## config.mk

```make
export PLATFORM = sky130hd
export DESIGN_NAME = ea_dual_gen
export DESIGN_NICKNAME = d
export VERILOG_FILES = /design/src/rtl/ea_dual_gen.sv
export SDC_FILE = /design/constraint.sdc
export NUM_CORES = 1
export LEC_CHECK = 0
export BUFFER_PORTS_ARGS = -buffer_cell sky130_fd_sc_hd__buf_2
export CAP_MARGIN = 20
export CORE_AREA = 2 2 168 170
export CTS_CLUSTER_DIAMETER = 30
export DETAILED_ROUTE_END_ITERATION = 8
export DIE_AREA = 0 0 170 172
export GPL_ROUTABILITY_DRIVEN = 1
export PLACE_DENSITY = 0.51
export SYNTH_ARGS = -nofsm -noshare
export SYNTH_HDL_FRONTEND = slang
export SYNTH_SLANG_ARGS = --single-unit
```

## constraint.sdc

```tcl
create_clock -name clk -period 8.05 [get_ports clk]
set_input_delay 0.805 -clock clk [delete_from_list [all_inputs] [get_ports clk]]
set_output_delay 0.805 -clock clk [all_outputs]
set_load 0.01 [all_outputs]
```

## src/rtl/ea_dual_gen.sv

```systemverilog
module ea_dual_gen #(
  parameter int DW    = 16,
  parameter int LIT_W = 10
) (
  input  logic             clk,
  input  logic             rst_n,
  input  logic             start,
  input  logic             byte_op,
  input  logic [3:0]       src_mode,
  input  logic [3:0]       src_reg,
  input  logic [3:0]       dst_mode,
  input  logic [3:0]       dst_reg,
  input  logic [3:0]       off_reg,
  input  logic [LIT_W-1:0] lit,
  input  logic [DW-1:0]    file_addr,
  output logic [3:0]       rd_src_idx,
  input  logic [DW-1:0]    rd_src_data,
  output logic [3:0]       rd_dst_idx,
  input  logic [DW-1:0]    rd_dst_data,
  output logic [3:0]       rd_off_idx,
  input  logic [DW-1:0]    rd_off_data,
  output logic             out_valid,
  output logic             src_mem,
  output logic [DW-1:0]    src_ea,
  output logic             dst_mem,
  output logic [DW-1:0]    dst_ea,
  output logic             wb0_en,
  output logic [3:0]       wb0_idx,
  output logic [DW-1:0]    wb0_data,
  output logic             wb1_en,
  output logic [3:0]       wb1_idx,
  output logic [DW-1:0]    wb1_data
);
  localparam int RW = 2 * DW + 2;

  localparam logic [3:0] M_REG  = 4'd0;
  localparam logic [3:0] M_FILE = 4'd1;
  localparam logic [3:0] M_IND  = 4'd2;
  localparam logic [3:0] M_PSTI = 4'd3;
  localparam logic [3:0] M_PSTD = 4'd4;
  localparam logic [3:0] M_PREI = 4'd5;
  localparam logic [3:0] M_PRED = 4'd6;
  localparam logic [3:0] M_IDX  = 4'd7;
  localparam logic [3:0] M_LIT  = 4'd8;

  assign rd_src_idx = src_reg;
  assign rd_dst_idx = dst_reg;
  assign rd_off_idx = off_reg;

  wire [DW-1:0] step  = byte_op ? DW'(1) : DW'(2);
  wire [DW-1:0] lit_x = {{(DW-LIT_W){lit[LIT_W-1]}}, lit};

  // result layout: {mem, modify, ea, new pointer}
  function automatic logic [RW-1:0] calc(input logic [3:0] m, input logic [DW-1:0] wn,
                                         input logic [DW-1:0] wo, input logic [DW-1:0] lx,
                                         input logic [DW-1:0] fa, input logic [DW-1:0] st);
    logic [DW-1:0] up, dn;
    up = wn + st;
    dn = wn - st;
    case (m)
      M_FILE: calc = {1'b1, 1'b0, fa,      wn};
      M_IND:  calc = {1'b1, 1'b0, wn,      wn};
      M_PSTI: calc = {1'b1, 1'b1, wn,      up};
      M_PSTD: calc = {1'b1, 1'b1, wn,      dn};
      M_PREI: calc = {1'b1, 1'b1, up,      up};
      M_PRED: calc = {1'b1, 1'b1, dn,      dn};
      M_IDX:  calc = {1'b1, 1'b0, wn + wo, wn};
      M_LIT:  calc = {1'b1, 1'b0, wn + lx, wn};
      default: calc = {1'b0, 1'b0, {DW{1'b0}}, wn};
    endcase
  endfunction

  wire [RW-1:0] s_res = calc(src_mode, rd_src_data, rd_off_data, lit_x, file_addr, step);
  wire [RW-1:0] d_res = calc(dst_mode, rd_dst_data, rd_off_data, lit_x, file_addr, step);

  wire s_mod   = s_res[RW-2];
  wire d_mod   = d_res[RW-2];
  wire clash   = s_mod && d_mod && (src_reg == dst_reg);

  always_ff @(posedge clk) begin
    if (!rst_n) begin
      out_valid <= 1'b0;
      wb0_en    <= 1'b0;
      wb1_en    <= 1'b0;
      src_mem   <= 1'b0;
      dst_mem   <= 1'b0;
      src_ea    <= '0;
      dst_ea    <= '0;
      wb0_idx   <= '0;
      wb1_idx   <= '0;
      wb0_data  <= '0;
      wb1_data  <= '0;
    end else begin
      out_valid <= start;
      wb0_en    <= start && s_mod && !clash;
      wb1_en    <= start && d_mod;
      if (start) begin
        src_mem  <= s_res[RW-1];
        dst_mem  <= d_res[RW-1];
        src_ea   <= s_res[2*DW-1:DW];
        dst_ea   <= d_res[2*DW-1:DW];
        wb0_idx  <= src_reg;
        wb1_idx  <= dst_reg;
        wb0_data <= s_res[DW-1:0];
        wb1_data <= d_res[DW-1:0];
      end
    end
  end

  a_r1_valid_after_start: assert property (@(posedge clk) disable iff (!rst_n)
    start |=> out_valid);
  a_r1_idle_after_idle: assert property (@(posedge clk) disable iff (!rst_n)
    !start |=> !out_valid);
  a_r1_wb_gated: assert property (@(posedge clk) disable iff (!rst_n)
    !out_valid |-> (!wb0_en && !wb1_en));
  a_r5_wb0_from_mem: assert property (@(posedge clk) disable iff (!rst_n)
    wb0_en |-> src_mem);
  a_r6_wb1_from_mem: assert property (@(posedge clk) disable iff (!rst_n)
    wb1_en |-> dst_mem);
  a_r12_no_dual_write: assert property (@(posedge clk) disable iff (!rst_n)
    (wb0_en && wb1_en) |-> (wb0_idx != wb1_idx));
  a_r11_hold_between: assert property (@(posedge clk) disable iff (!rst_n)
    !start |=> ($stable(src_ea) && $stable(dst_ea)));
endmodule

```

* Word level (Yosys, flattened, before mapping)
Cells that the tools add are included.
** Operators by class
- Add/subtract/negate cells :: 8
- Equality and inequality tests :: 17
- Multiplexer cells :: 3
- Reductions and logical operators :: 6
** Operators by type and width (number)
- $pmux 34 s8 :: 2
- $add 16x16->16 :: 4
- $add 16x2->16 :: 2
- $eq 4x3->1 const B :: 8
- $sub 16x2->16 :: 2
- $eq 4x2->1 const B :: 4
- $eq 4x1->1 const B :: 2
- $eq 4x4->1 const B :: 2
- $logic_and 1x1->1 :: 5
- $eq 4x4->1 :: 1
- $mux 2 :: 1
- $logic_not 1->1 :: 1
** Word-level totals
- Flip-flop bits (word level) :: 77
- Input port bits :: 98
- Output and inout bits :: 89
- Logic and storage cells :: 45

* Logic depth before layout (Yosys ltp)
- Depth in word-level cells :: 7
- Mapped depth :: 15
- Gate-level depth less buffers :: 13

* Worst setup path after synthesis
OpenSTA, ideal clock, no wires.
- Kind :: input port to flip-flop
- Start point :: in src_mode[1]
- End point :: reg src_ea[11]
- Arrival time :: 3.782 ns
- Data required time :: 7.955 ns
- Slack :: 4.172 ns
- Cell stages on the path :: 13
- Path buffers :: 2
- Cells stage by stage :: clkbuf_1 > nor3_1 > nand2_1 > clkbuf_1 > mux2_2 > ha_1 > and3_1 > a31o_2 > a211oi_1 > o21ai_0 > xor2_1 > nand2_1 > a221oi_1
** On the way
- Cells in the longest elaborated chain, start to end :: 2
- Elaborated cells on any way between the ends :: 9
- Classes of those cells :: eq/ne (8); mux (1)
** Ends and longest elaborated chain
- from (decl) :: RTL line 9 : input logic [3:0] src_mode,
- $eq 4x4->1 (tied with other cells) :: RTL line 60 : case (m)
- $pmux 34 s8 * :: RTL line 60
- to (signal assigned) :: RTL line 100 : src_ea <= s_res[2*DW-1:DW];
- to (decl) :: RTL line 24 : output logic [DW-1:0] src_ea,
Mark *: on every way between the ends. The rest lies on a longest branch, timed or not.
A chain may end at the register's enable or synchronous reset.

* Worst setup path after layout
Same ends and word-level chain as after synthesis.

==> results by stage <==
Drt:
- For this block, the routed nets add up to roughly 36 mm of wire.
- In the final routed layout, each cell accounts on average for 22.61 microns.
- The routed via count divided by cell count is roughly 5.9.
- Across all layers, the routed design uses a little over 9k vias.
- The remaining antenna violation count after routing is 0.
- Before antenna repair, the detailed router went through 6 iterations.
- The count of unresolved DRC violations after routing is 0.
- After the first detailed-routing iteration, the DRC count stood at 879.

Critical path:
- The worst setup path is launched from a primary input.
- By startpoint and endpoint, the worst setup path is classified as primary input to flop.
- Walking the worst path, the cells encountered are buf_2, nor3_1, nand2_1, mux2_2, ha_1, a21oi_1, a21boi_0, a211oi_1, o21ai_0, xor2_1, nand2_1, a221oi_1.
- The critical path endpoint category is a flop.
- At the worst endpoint, the arrival time is ~4700 ps.
- The slowest stage of the critical path is the a211oi_1 cell.
- The required time at the endpoint of the critical path is between 8000 and 9000 ps.
- The maximum single-stage delay on the critical path is 660 ps.
- Counting both buffers and inverters, the worst setup path holds a total of 1.
- The biggest fanout along the worst timing path is 18.
- Grouping stages by cell kind, the critical path spends the most delay in compound AO/OA/AOI/OAI gates.
- The cell type with the highest occurrence count on the critical path is nand2_1.

Synth:
- The post-synthesis compound-gate area fraction is 32.21%.
- Counting flops with an async set or reset pin after synthesis yields a share of 0%.
- Ranked by total cell area, the synthesized netlist is headed by dfxtp_1 19%, ha_1 7.1%, a21oi_1 6.5%.
- The synthesized area is 8069 sq um.
- The portion of the post-synthesis area used by sequential elements is a little under a fifth.
- By instance count, the leading cell after synthesis is nand2_1.
- The number of cells produced by synthesis is roughly 1.1k.
- For this run, the number of Yosys warnings is 0.
- The multiplexer share of the synthesized area is just over 4%.
- The largest area contributor in the synthesized netlist is dfxtp_1.
- In this run the mean area of a mapped cell was roughly 7.2 sq um.
- In this run, synthesis inferred 0 flip-flops with an integrated enable.
- The area share of and/or/nand/nor cells after synthesis is 23.51%.
- The post-synthesis share of cell area spent on xor and xnor gates is around 6.6%.
- The fraction of post-synthesis cell area in the top cell type by area is between 10% and 20%.
- Ranked by instance count, the synthesized netlist is headed by 132 x nand2_1, 105 x a21oi_1, 102 x nor2_1, 77 x dfxtp_1, 73 x o21ai_0.
- The number of synthesized register bits is 77.
- The largest family of logic cells by synthesized area is compound AO/OA/AOI/OAI gates.
- After Yosys synthesis, full adders, half adders and majority gates account for between 8 and 9% of the synthesized area.
- The number of different library cells in the post-synthesis netlist is 76.
- The synthesized net count is 1266.
- In the synthesized netlist the dominant register cell turns out to be dfxtp_1.

Pwr:
- The switching power summed over all nets is a little under 0.5 mW.
- The share of total power dissipated in sequential elements is between 30% and 40%.
- The overall power consumption is 1.319 mW.
- The worst-case IR drop observed on VDD is ~0.092 mV.
- The part of the power in combinational logic is between 30% and 40%.
- The internal portion of total power is 0.8231 mW.
- Net switching is between 30% and 40% of the power.
- The clock group share of total power is 33.2%.
- Power spread over the standard cell area amounts to roughly 140 nW/um^2.
- The analysis attributes to cell leakage a power of between 3 and 4 nW.

Floorplanning:
- The floorplan step defined a die boundary enclosing between 20000 and 30000 sq um.
- The initial utilization of the core area, before any placement, comes to between 20 and 30%.
- The floorplan step set the die height to between 150 and 200 microns.
- The total area inside the core boundary comes to about 27000 sq um.
- The width of the chip is between 150 and 200 microns.
- The total number of placement rows is 61.
- The top-level port count is 187.

Placement:
- The wire-length estimate of the detail-placed layout is 27.82 mm.
- The final weighted congestion in routability-driven placement is between 0.9 and 1.
- The number of buffers inserted by port buffering is approximately 180.

Run status:
- The flow ran to the end, and the final reports show no timing, DRC or antenna violations.

GRT:
- Entering global routing, the biggest net connects between 40 and 50 pins.
- The total overflow left after global routing is 0.
- The via count of the first global-routing pass is about 8k.
- The first-pass GRT wire length is between 50 and 60 mm.
- The number of antenna violations at the first check in global routing is 3.
- Across every metal layer, demand over resource in global routing totals about a quarter.

STA:
- The final worst-path cycle share is between 50% and 60%.
- The number of failing hold endpoints at the final stage is 0.
- Setup repair after global routing left no endpoint under its margin.
- Hold timing on the final database bottoms out at a slack of around 450 ps.
- The total count of max-transition violations in the final report is 0.
- The highest clock frequency the design can meet is about 0.23 GHz.
- The final-layout setup total negative slack is 0 ps.
- The clock period minus worst slack is about 4400 ps.
- The worst pin sits at a relative slew slack of between 20% and 30%.
- For the pin with the worst max-slew slack, the measured transition is between 1000 and 1500 ps.
- Setup violations remaining at the end of the flow were counted as 0.
- The post-route clock skew is 0 ps.

Final layout:
- The count of filler cells inserted in the layout is between 3k and 4k.
- The area growth from synthesis to layout is 16.16%.
- The share of cells above drive strength 1 is 19.59%.
- For this run, the post-layout net count is ~1.4k.

Job:
- Across the run, the number of max-cap violations was 0.

Worst hold path:
- The type of the worst min-delay path is flop to flop.

Clock tree:
- TritonCTS built the clock tree.
- The source-to-sink clock delay at the later pin of the worst-skew pair is between 300 and 400 ps.
- The maximum buffer depth of the clock tree is 2.
- The clock net in this run drives a total of between 70 and 80 sinks.
- The root buffer cell chosen for the clock tree is clkbuf_16.
- The number of CTS-inserted buffers is 9.
- The number of hold buffers added after cts is 0.
- After clock tree synthesis, the clock-pin slew on the worst setup and hold paths is 70 ps.
- Once the clock tree was built, the setup fixing pass inserted 0 buffers.
- The number of gates given a new drive strength after cts is 0.
- The H-tree was split into 3 levels.
-- worst min-delay path: stages, from the launching register on --
cell and delay (ps):
dfxtp_1 310, nand2_1 50, nand2_1 40
-- flip-flops by register name, indices dropped and copies added (netlist names) --
name / count
dst_ea: 16
dst_mem: 1
out_valid: 1
src_ea: 16
src_mem: 1
wb0_data: 16
wb0_en: 1
wb0_idx: 4
wb1_data: 16
wb1_en: 1
wb1_idx: 4
-- kinds of logic (layout without fill, tap and decap cells) --
kind of cell             count (synthesis)  after routing
buffers and inverters                  109            223
XOR/XNOR                                61             61
multiplexers                            31             31
other                                    0              3
adder cells (fa/ha/maj)                 52             52
flip-flops                              77             77
AO/OA/AOI/OAI                          388            388
AND/OR/NAND/NOR                        398            398
-- power groups by stage --
stage | Clock [mW] | Sequential (mW) | Combinational, mW
6_report | 0.438 | 0.415 | 0.466
5_1_grt | 0.465 | 0.417 | 0.505
4_1_cts | 0.449 | 0.415 | 0.459
3_5_place_dp | 0 | 0.424 | 0.457
3_3_place_gp | 0 | 0.423 | 0.456
2_1_floorplan | 0 | 0.432 | 0.288
-- path summary, 6_finish.rpt --
| kind | start | end | slack [ps] | depth (start not counted) |
|---|---|---|---|---|
| worst max-delay path | src_mode[1] | src_ea[11]$_SDFFE_PN0P_ | 3670 | 12 |
| worst min-delay path | dst_mem$_SDFFE_PN0P_ | dst_mem$_SDFFE_PN0P_ | 450 | 2 |
| worst max register to register | src_ea[14]$_SDFFE_PN0P_ | src_ea[14]$_SDFFE_PN0P_ | 6360 | 7 |
| worst min register to register | dst_mem$_SDFFE_PN0P_ | dst_mem$_SDFFE_PN0P_ | 450 | 2 |
-- cell type report --
class                      count  area (sq um)  share of cell area, %
antenna                        3         7.507                0.08010
sequential                    77          1541                  16.45
clock inverter                 6         62.56                 0.6675
timing repair buffer         184         935.9                  9.985
tap                          346         432.9                  4.619
inverter                      23         86.33                 0.9211
clock buffer                  10         239.0                  2.550
multi-input combinational    930          6067                  64.73
-- through the flow --
step	util (%)	cell area [sq um]	worst slack, ps	std cells
6_report	34.11	9373	3668	1579
5_1_grt	34.09	9368	3324	1577
4_1_cts	34.08	9365	3807	1576
3_5_place_dp	32.99	9064	3457	1560
3_3_place_gp	32.99	9064	3595	1560
2_1_floorplan	-	8069	4172	1116
-- cell usage in the layout (no fill, tap or decap), types with 22 or more instances in the layout --
| cell | n |
|---|---|
| dfxtp_1 | 77 |
| a21oi_1 | 105 |
| a22oi_1 | 22 |
| nor2_1 | 101 |
| xor2_1 | 22 |
| xnor2_1 | 39 |
| nor3_1 | 31 |
| nand3_1 | 22 |
| o21ai_0 | 73 |
| ha_1 | 46 |
| a211oi_1 | 22 |
| a221oi_1 | 28 |
| buf_2 | 178 |
| nand2_1 | 132 |
-- per-layer routing --
metal,part of all wire [%],up-vias,track usage [%],routed length [microns]
li1,-,4362,-,-
met1,46,4386,33.58,16540
met2,43,472,36.63,15480
met3,8.0,54,3.639,2868
met4,2.3,2,7.321,806
met5,0.020,-,0,7
Power figures use the tool's default switching activity.
